===== src/rtl/xmem_pkg.sv =====
package xmem_pkg;
  localparam int ADDR_W = 16;
  localparam int DATA_W = 8;
  localparam int HI_W   = ADDR_W - DATA_W;

  typedef enum logic [2:0] {
    PH_IDLE,
    PH_ALE,
    PH_SETUP,
    PH_STRB,
    PH_HOLD
  } phase_e;

  typedef struct packed {
    logic              we;
    logic              nonmux;
    logic [ADDR_W-1:0] addr;
    logic [DATA_W-1:0] wdata;
  } op_t;
endpackage


===== src/rtl/xmem_seq.sv =====
module xmem_seq
  import xmem_pkg::*;
#(
  parameter int ALE_CYC  = 2,
  parameter int STB_CYC  = 3,
  parameter int HOLD_CYC = 1
) (
  input  logic              clk,
  input  logic              rst,
  input  logic              req,
  input  logic              we,
  input  logic              nonmux_sel,
  input  logic [ADDR_W-1:0] addr,
  input  logic [DATA_W-1:0] wdata,
  output phase_e            phase_d,
  output op_t               op_d,
  output logic              fin_d,
  output logic              cap_en
);
  localparam int MAX_AS = (ALE_CYC > STB_CYC) ? ALE_CYC : STB_CYC;
  localparam int MAXC   = (MAX_AS > HOLD_CYC) ? MAX_AS : HOLD_CYC;
  localparam int CW     = $clog2(MAXC + 1);

  phase_e        phase_q;
  op_t           op_q;
  logic [CW-1:0] cnt_q, cnt_d;

  // next phase, remaining-cycle counter and latched request
  always_comb begin
    phase_d = phase_q;
    cnt_d   = cnt_q;
    op_d    = op_q;
    fin_d   = 1'b0;
    case (phase_q)
      PH_IDLE: begin
        if (req) begin
          op_d.we     = we;
          op_d.nonmux = nonmux_sel;
          op_d.addr   = addr;
          op_d.wdata  = wdata;
          if (nonmux_sel) begin
            phase_d = PH_SETUP;
            cnt_d   = '0;
          end else begin
            phase_d = PH_ALE;
            cnt_d   = CW'(ALE_CYC - 1);
          end
        end
      end
      PH_ALE: begin
        if (cnt_q == '0) phase_d = PH_SETUP;
        else             cnt_d   = cnt_q - 1'b1;
      end
      PH_SETUP: begin
        phase_d = PH_STRB;
        cnt_d   = CW'(STB_CYC - 1);
      end
      PH_STRB: begin
        if (cnt_q == '0) begin
          phase_d = PH_HOLD;
          cnt_d   = CW'(HOLD_CYC - 1);
        end else begin
          cnt_d = cnt_q - 1'b1;
        end
      end
      PH_HOLD: begin
        if (cnt_q == '0) begin
          phase_d = PH_IDLE;
          fin_d   = 1'b1;
        end else begin
          cnt_d = cnt_q - 1'b1;
        end
      end
      default: phase_d = PH_IDLE;
    endcase
  end

  // last strobe cycle of a read: sample the bus at its closing edge
  assign cap_en = (phase_q == PH_STRB) && (cnt_q == '0) && !op_q.we;

  always_ff @(posedge clk) begin
    if (rst) begin
      phase_q <= PH_IDLE;
      cnt_q   <= '0;
      op_q    <= '0;
    end else begin
      phase_q <= phase_d;
      cnt_q   <= cnt_d;
      op_q    <= op_d;
    end
  end
endmodule


===== src/rtl/xmem_pins.sv =====
module xmem_pins
  import xmem_pkg::*;
(
  input  logic              clk,
  input  logic              rst,
  input  phase_e            phase_d,
  input  op_t               op_d,
  input  logic              fin_d,
  output logic [HI_W-1:0]   addr_hi,
  output logic [DATA_W-1:0] addr_lo,
  output logic [DATA_W-1:0] ad_out,
  output logic              ad_oe,
  output logic              ale,
  output logic              rd_n,
  output logic              wr_n,
  output logic              done
);
  logic              act, in_ale, in_data, in_strb;
  logic [HI_W-1:0]   hi_n;
  logic [DATA_W-1:0] lo_n, ad_n;
  logic              oe_n;

  always_comb begin
    act     = (phase_d != PH_IDLE);
    in_ale  = (phase_d == PH_ALE);
    in_data = (phase_d == PH_SETUP) || (phase_d == PH_STRB) || (phase_d == PH_HOLD);
    in_strb = (phase_d == PH_STRB);
    hi_n    = act ? op_d.addr[ADDR_W-1:DATA_W] : '0;
    lo_n    = (act && op_d.nonmux) ? op_d.addr[DATA_W-1:0] : '0;
    oe_n    = in_ale || (in_data && op_d.we);
    if (in_ale)                  ad_n = op_d.addr[DATA_W-1:0];
    else if (in_data && op_d.we) ad_n = op_d.wdata;
    else                         ad_n = '0;
  end

  always_ff @(posedge clk) begin
    if (rst) begin
      addr_hi <= '0;
      addr_lo <= '0;
      ad_out  <= '0;
      ad_oe   <= 1'b0;
      ale     <= 1'b0;
      rd_n    <= 1'b1;
      wr_n    <= 1'b1;
      done    <= 1'b0;
    end else begin
      addr_hi <= hi_n;
      addr_lo <= lo_n;
      ad_out  <= ad_n;
      ad_oe   <= oe_n;
      ale     <= in_ale;
      rd_n    <= !(in_strb && !op_d.we);
      wr_n    <= !(in_strb && op_d.we);
      done    <= fin_d;
    end
  end
endmodule


===== src/rtl/xmem_rcap.sv =====
module xmem_rcap #(
  parameter int DW = 8
) (
  input  logic          clk,
  input  logic          rst,
  input  logic          cap_en,
  input  logic [DW-1:0] ad_in,
  output logic [DW-1:0] rdata
);
  always_ff @(posedge clk) begin
    if (rst)         rdata <= '0;
    else if (cap_en) rdata <= ad_in;
  end
endmodule


===== src/rtl/xmem_mux_ctrl.sv =====
module xmem_mux_ctrl
  import xmem_pkg::*;
#(
  parameter int ALE_CYC  = 2,
  parameter int STB_CYC  = 3,
  parameter int HOLD_CYC = 1
) (
  input  logic              clk,
  input  logic              rst,
  input  logic              req,
  input  logic              we,
  input  logic              nonmux_sel,
  input  logic [ADDR_W-1:0] addr,
  input  logic [DATA_W-1:0] wdata,
  output logic [DATA_W-1:0] rdata,
  output logic              done,
  output logic [HI_W-1:0]   addr_hi,
  output logic [DATA_W-1:0] addr_lo,
  output logic [DATA_W-1:0] ad_out,
  output logic              ad_oe,
  input  logic [DATA_W-1:0] ad_in,
  output logic              ale,
  output logic              rd_n,
  output logic              wr_n
);
  phase_e phase_d;
  op_t    op_d;
  logic   fin_d, cap_en;

  xmem_seq #(
    .ALE_CYC (ALE_CYC),
    .STB_CYC (STB_CYC),
    .HOLD_CYC(HOLD_CYC)
  ) u_seq (
    .clk       (clk),
    .rst       (rst),
    .req       (req),
    .we        (we),
    .nonmux_sel(nonmux_sel),
    .addr      (addr),
    .wdata     (wdata),
    .phase_d   (phase_d),
    .op_d      (op_d),
    .fin_d     (fin_d),
    .cap_en    (cap_en)
  );

  xmem_pins u_pins (
    .clk    (clk),
    .rst    (rst),
    .phase_d(phase_d),
    .op_d   (op_d),
    .fin_d  (fin_d),
    .addr_hi(addr_hi),
    .addr_lo(addr_lo),
    .ad_out (ad_out),
    .ad_oe  (ad_oe),
    .ale    (ale),
    .rd_n   (rd_n),
    .wr_n   (wr_n),
    .done   (done)
  );

  xmem_rcap #(.DW(DATA_W)) u_rcap (
    .clk   (clk),
    .rst   (rst),
    .cap_en(cap_en),
    .ad_in (ad_in),
    .rdata (rdata)
  );
endmodule


===== config.mk =====
export PLATFORM = sky130hd
export DESIGN_NAME = xmem_mux_ctrl
export DESIGN_NICKNAME = d
export VERILOG_FILES = /design/src/rtl/xmem_pkg.sv /design/src/rtl/xmem_seq.sv /design/src/rtl/xmem_pins.sv /design/src/rtl/xmem_rcap.sv /design/src/rtl/xmem_mux_ctrl.sv
export SDC_FILE = /design/constraint.sdc
export NUM_CORES = 1
export LEC_CHECK = 0
export ABC_CLOCK_PERIOD_IN_PS = 6700
export BUFFER_PORTS_ARGS = -buffer_cell sky130_fd_sc_hd__clkbuf_2
export CAP_MARGIN = 20
export CELL_PAD_IN_SITES_DETAIL_PLACEMENT = 0
export CELL_PAD_IN_SITES_GLOBAL_PLACEMENT = 1
export CORE_ASPECT_RATIO = 0.5
export CORE_MARGIN = 2
export CORE_UTILIZATION = 40
export DETAILED_ROUTE_END_ITERATION = 8
export GPL_TIMING_DRIVEN = 0
export PLACE_DENSITY_LB_ADDON = 0.15
export SETUP_SLACK_MARGIN = 0.4
export SYNTH_ARGS = -nofsm -noshare
export SYNTH_HDL_FRONTEND = slang
export SYNTH_SLANG_ARGS = --single-unit

===== constraint.sdc =====
create_clock -name clk -period 6.7 [get_ports clk]
set_clock_uncertainty 0.2 [all_clocks]
set_input_delay 1.34 -clock clk [delete_from_list [all_inputs] [get_ports clk]]
set_output_delay 1.34 -clock clk [all_outputs]
set_load 0.05 [all_outputs]

* Word level (Yosys, flattened, before mapping)
Index checks and enable logic that the tools add are counted.
** Cells by class
- $add $sub $neg :: 1
- Eq/ne operators :: 10
- Reduce and logical (&&, ||, !) cells :: 22
- Bitwise logic cells :: 3
- Multiplexer cells :: 16
** Operators by type and width (number)
- $mux 26 :: 2
- $mux 8 :: 2
- $pmux 3 s5 :: 1
- $eq 3x2->1 const B :: 4
- $mux 3 :: 4
- $mux 2 :: 4
- $pmux 2 s4 :: 1
- $reduce_or 2->1 :: 4
- $eq 3x1->1 const B :: 2
- $eq 3x3->1 const B :: 2
- $logic_and 1x1->1 :: 6
- $logic_not 1->1 :: 4
- $ne 2x2->1 const B :: 2
- $reduce_bool 4->1 :: 1
- $logic_not 3->1 :: 1
- $logic_or 1x1->1 :: 3
- $not 1->1 :: 3
- $reduce_and 3->1 :: 1
- $reduce_bool 3->1 :: 1
- $logic_not 2->1 :: 1
- $mux 1 :: 2
- $sub 2x1->2 const B :: 1
** Storage, ports and cells
- Register bits :: 68
- Input bits :: 37
- Output and inout bits :: 37
- Logic and storage cells :: 67

* Depth between registers and ports, before layout
- Depth after elaboration :: 9
- Mapped depth :: 8
- Depth with buffers taken out :: 6

* Modules after synthesis
From an unflattened synthesis, not the netlist that was laid out.
** Unflattened totals
- Cells, all modules :: 227
- Area, all modules :: 2688.8 µm²
** By module, submodules not included
- xmem_seq :: times used 1, cells an instance 131, area each 1522.7 µm²
- xmem_pins :: times used 1, cells an instance 70, area each 880.8 µm²
- xmem_rcap :: times used 1, cells an instance 26, area each 285.3 µm²

* Worst setup path after synthesis
No wires, ideal clock.
- Path kind :: input-to-reg
- Start :: input port req
- End :: register u_pins.addr_lo[0]
- Path buffers :: 2
- Path slack :: 3.824 ns
- Stages on the path :: 6
- Data arrival time :: 2.611 ns
- Cell sequence :: or4b_1 -> buf_2 -> mux2i_1 -> or3b_1 -> buf_2 -> nor2_1
** Between the ends
- Longest elaborated chain between the ends :: 6
** Ends and longest elaborated chain
- start: declaration :: line xmem_mux_ctrl.sv:10 : input logic req,
- $mux 3 :: line xmem_seq.sv:36 : if (req) begin
- $pmux 3 s5 :: line xmem_seq.sv:34 : case (phase_q)
- $reduce_bool 3->1 :: line xmem_pins.sv:24 : act = (phase_d != PH_IDLE);
- $logic_and 1x1->1 :: line xmem_pins.sv:29 : lo_n = (act && op_d.nonmux) ? op_d.addr[DATA_W-1:0] : '0;
- $not 1->1 (no source line)
- $reduce_or 2->1 (no source line)
- end signal: assignment :: line xmem_pins.sv:48 : addr_lo <= lo_n;
- end: declaration :: line xmem_pins.sv:10 : output logic [DATA_W-1:0] addr_lo,
Parallel ways exist; a longest one is shown, timed or not.
A chain may end at the register's enable or synchronous reset.

* Worst setup path after layout
- Start :: input port req
- End :: register u_pins.ad_out[4]
** Between the ends
- Longest elaborated chain between the ends :: 8
** Ends and longest elaborated chain
- $mux 3 :: line xmem_seq.sv:36
- $pmux 3 s5 :: line xmem_seq.sv:34
- $eq 3x2->1 :: line xmem_pins.sv:26 : in_data = (phase_d == PH_SETUP) || (phase_d == PH_STRB) || (phase_d == PH_HOLD);
- $logic_or 1x1->1 (2 in series) :: line xmem_pins.sv:26
- $logic_and 1x1->1 :: line xmem_pins.sv:32 : else if (in_data && op_d.we) ad_n = op_d.wdata;
- $mux 8 :: line xmem_pins.sv:32
- $mux 8 (*) :: line xmem_pins.sv:31 : if (in_ale) ad_n = op_d.addr[DATA_W-1:0];
- end signal: assignment :: line xmem_pins.sv:49 : ad_out <= ad_n;
- end: declaration :: line xmem_pins.sv:11 : output logic [DATA_W-1:0] ad_out,
Mark *: on every way between the ends. The rest lies on a longest branch, timed or not.

==> flow_summary.json <==
{
  "outcome": "finished clean",
  "drive_gt1_frac": 0.336,
  "switching_power_mw": 0.414,
  "wl_um": 5760,
  "swShare": 0.318,
  "syn_inst": 256,
  "use_met1": 0.209,
  "crit_type": "input port to flip-flop",
  "seqPwrFrac": 0.361,
  "ant_nets": 0,
  "setup_viol": 0,
  "synthTopCellsByCount": "dfxtp_1, nor2_1, a21oi_1, mux2i_1, nand2_1",
  "root_buffer": "clkbuf_16",
  "dr.first_iter.drc_count": 53,
  "drc": 0,
  "p_per_area_mw_per_mm2": 385,
  "cts.sinks": 68,
  "slowest_stage": "nor4b_4",
  "gr-usage-met2": 0.282,
  "post_drt_wl_per_cell_um": 13.3,
  "grt_overflow": 0,
  "cts_buffers": 9,
  "grt_pass1_vias": 1950,
  "yosysMostFrequentCell": "dfxtp_1",
  "final_cell_area_mm2": 0.00338,
  "crit_start": "req",
  "power_mw": 1.30,
  "n_fill_cell": 584,
  "cts_tree": "built",
  "synth_area_mm2": 0.00260,
  "r2r-start": "u_seq.cnt_q[0]",
  "h-tree-depth": 3,
  "place.gp.congestion": 0.761,
  "die_w_um": 118,
  "synthTopCellsByArea": "dfxtp_1, mux2i_1, a21oi_1",
  "fin_crit_sh": 0.443,
  "slowest_delay_ps": 610,
  "drv_cap": 0,
  "dr.pass1.iters": 4,
  "path_cells": "clkbuf_2 > nor4b_4 > buf_4 > mux2_2 > nand3_1 > a21oi_1",
  "crit_path_end_kind": "flip-flop",
  "synthFlopType": "dfxtp_1",
  "grt_pass1_wl_um": 9280,
  "yosys.area.top_type": "dfxtp_1",
  "hp-class": "flip-flop to flip-flop",
  "final_max_slew_viol_count": 0,
  "cts_setup_buffers": 0,
  "die_area_mm2": 0.00720,
  "synth_fp_nets": 296,
  "use_met3": 0.0611,
  "num_antenna_cells": 0,
  "avgSynthCellArea_um2": 10.2,
  "clkLatencyLatePin_ps": 320,
  "ys_async_sr_fraction": 0,
  "synth_edf_count": 0,
  "p_int_mw": 0.887,
  "arrival_ps": 2950,
  "io_buffers": 73,
  "coreArea_mm2": 0.00618,
  "ctsResizeCount": 0,
  "synth.distinct_cells": 39,
  "cp.required_ps": 6680,
  "leakagePower_nw": 1.45,
  "groute.usage.overall": 0.168,
  "rsz0062_at_grt": "false",
  "peakVddDrop_uv": 149,
  "finalNonFillerCells": 433,
  "tightest_slew_ps": 826,
  "combPwrFrac": 0.277,
  "synth-seq-cells": 68,
  "dpl_cell_area_mm2": 0.00307,
  "grt_max_degree": 13,
  "tns_ps": 0,
  "antenna_found_initial": 0,
  "ys_warn_count": 0,
  "cp_max_fo": 10,
  "dpl.hpwl_um": 4060,
  "whs_ps": 251,
  "synth_top_area_share": 0.524,
  "via_count": 2041,
  "area_growth_pct": 29.9,
  "die_y_um": 61.0,
  "path_clk_slew_ps": 50,
  "num_rows": 20,
  "yosysSeqAreaShare": 0.524,
  "critPathLaunchType": "input port",
  "cp_num_buf_inv": 2,
  "placed_cells": 417,
  "maxSlewHeadroom": 0.447,
  "clockPowerShare": 0.362,
  "grt.busiest_layer": "met2",
  "final-hold-violation-count": 0,
  "start_util": 0.420,
  "fin_crit_ps": 2970,
  "fin_nets": 380,
  "viasPerCell": 4.71,
  "clk_path_buf_depth": 2,
  "max_freq_mhz": 337,
  "io_pins": 74,
  "ctsHoldBuffers": 0,
  "hold_start": "u_seq.op_q[17]",
  "cp_top_family": "simple AND/OR/NAND/NOR gates"
}
-- worst register-to-register path: stages (launching register included) --
cell     delay [ps]
dfxtp_1         370
inv_1            90
ha_1            210
buf_6           140
or4b_4          570
o21ai_4         130
or3b_1          370
buf_2           190
nor2_1          110
-- worst paths after layout --
path                       end  slack [ps]  cells past startpoint
max           u_pins.ad_out[4]        3730                      6
min             u_seq.op_q[17]         250                      2
max reg2reg  u_pins.addr_lo[0]        4250                      8
min reg2reg     u_seq.op_q[17]         250                      2
-- state kept, by name, indices dropped and copies added (netlist names), 2 cells and up --
register and cells:
u_pins.addr_hi 8, u_pins.addr_lo 8, u_seq.op_q 26, u_seq.cnt_q 2
u_pins.ad_out 8, u_rcap.rdata 8, u_seq.phase_q 3
-- final cells by class --
type / count / area [um2] / area share
sequential: 68 / 1360 / 0.403
multi-input combinational: 168 / 1120 / 0.331
timing repair buffer: 73 / 365 / 0.108
clock buffer: 11 / 243 / 0.0719
tap: 88 / 110 / 0.0326
buffer: 17 / 108 / 0.0319
clock inverter: 5 / 60.1 / 0.0178
inverter: 3 / 11.3 / 0.00333
-- cells by family after synthesis --
| group | count (synthesis) | synth area share |
|---|---|---|
| AND/OR/NAND/NOR | 103 | 0.217 |
| flip-flops | 68 | 0.524 |
| AO/OA/AOI/OAI | 33 | 0.0823 |
| multiplexers | 27 | 0.110 |
| buffers and inverters | 20 | 0.0457 |
| adder cells (fa/ha/maj) | 3 | 0.0144 |
| XOR/XNOR | 2 | 0.00674 |
-- per-stage QoR --
step	util	worst slack (ps)
2_1_floorplan	-	3820
3_3_place_gp	0.497	3430
3_5_place_dp	0.497	3400
4_1_cts	0.546	3730
5_1_grt	0.546	3630
6_report	0.546	3730
-- power by group through the flow --
stage          registers, mW  clock network (mW)  logic [mW]
2_1_floorplan          0.543                   0       0.211
3_3_place_gp           0.476                   0       0.353
3_5_place_dp           0.478                   0       0.360
4_1_cts                0.470               0.481       0.362
5_1_grt                0.475               0.501       0.391
6_report               0.470               0.471       0.360
-- metal layers --
layer  share of wire  vias up
met3           0.046        6
li1                -     1034
met4          0.0076        0
met1            0.49      960
met2            0.45       41
met5               0        -
-- layout by cell type, fill, tap and decap left out, drive strengths merged, types with 2 or more instances in the layout --
cell / count
clkinv: 2
mux2: 9
ha: 3
nand2: 17
mux2i: 18
nor3: 4
or3b: 4
or4b: 2
dfxtp: 68
nand4b: 2
nand2b: 13
inv: 4
buf: 11
a21oi: 22
clkbuf: 90
nand3: 8
nor2b: 11
o22a: 2
and2: 8
a211oi: 3
nor2: 30
(Power assumes the default switching activity.)
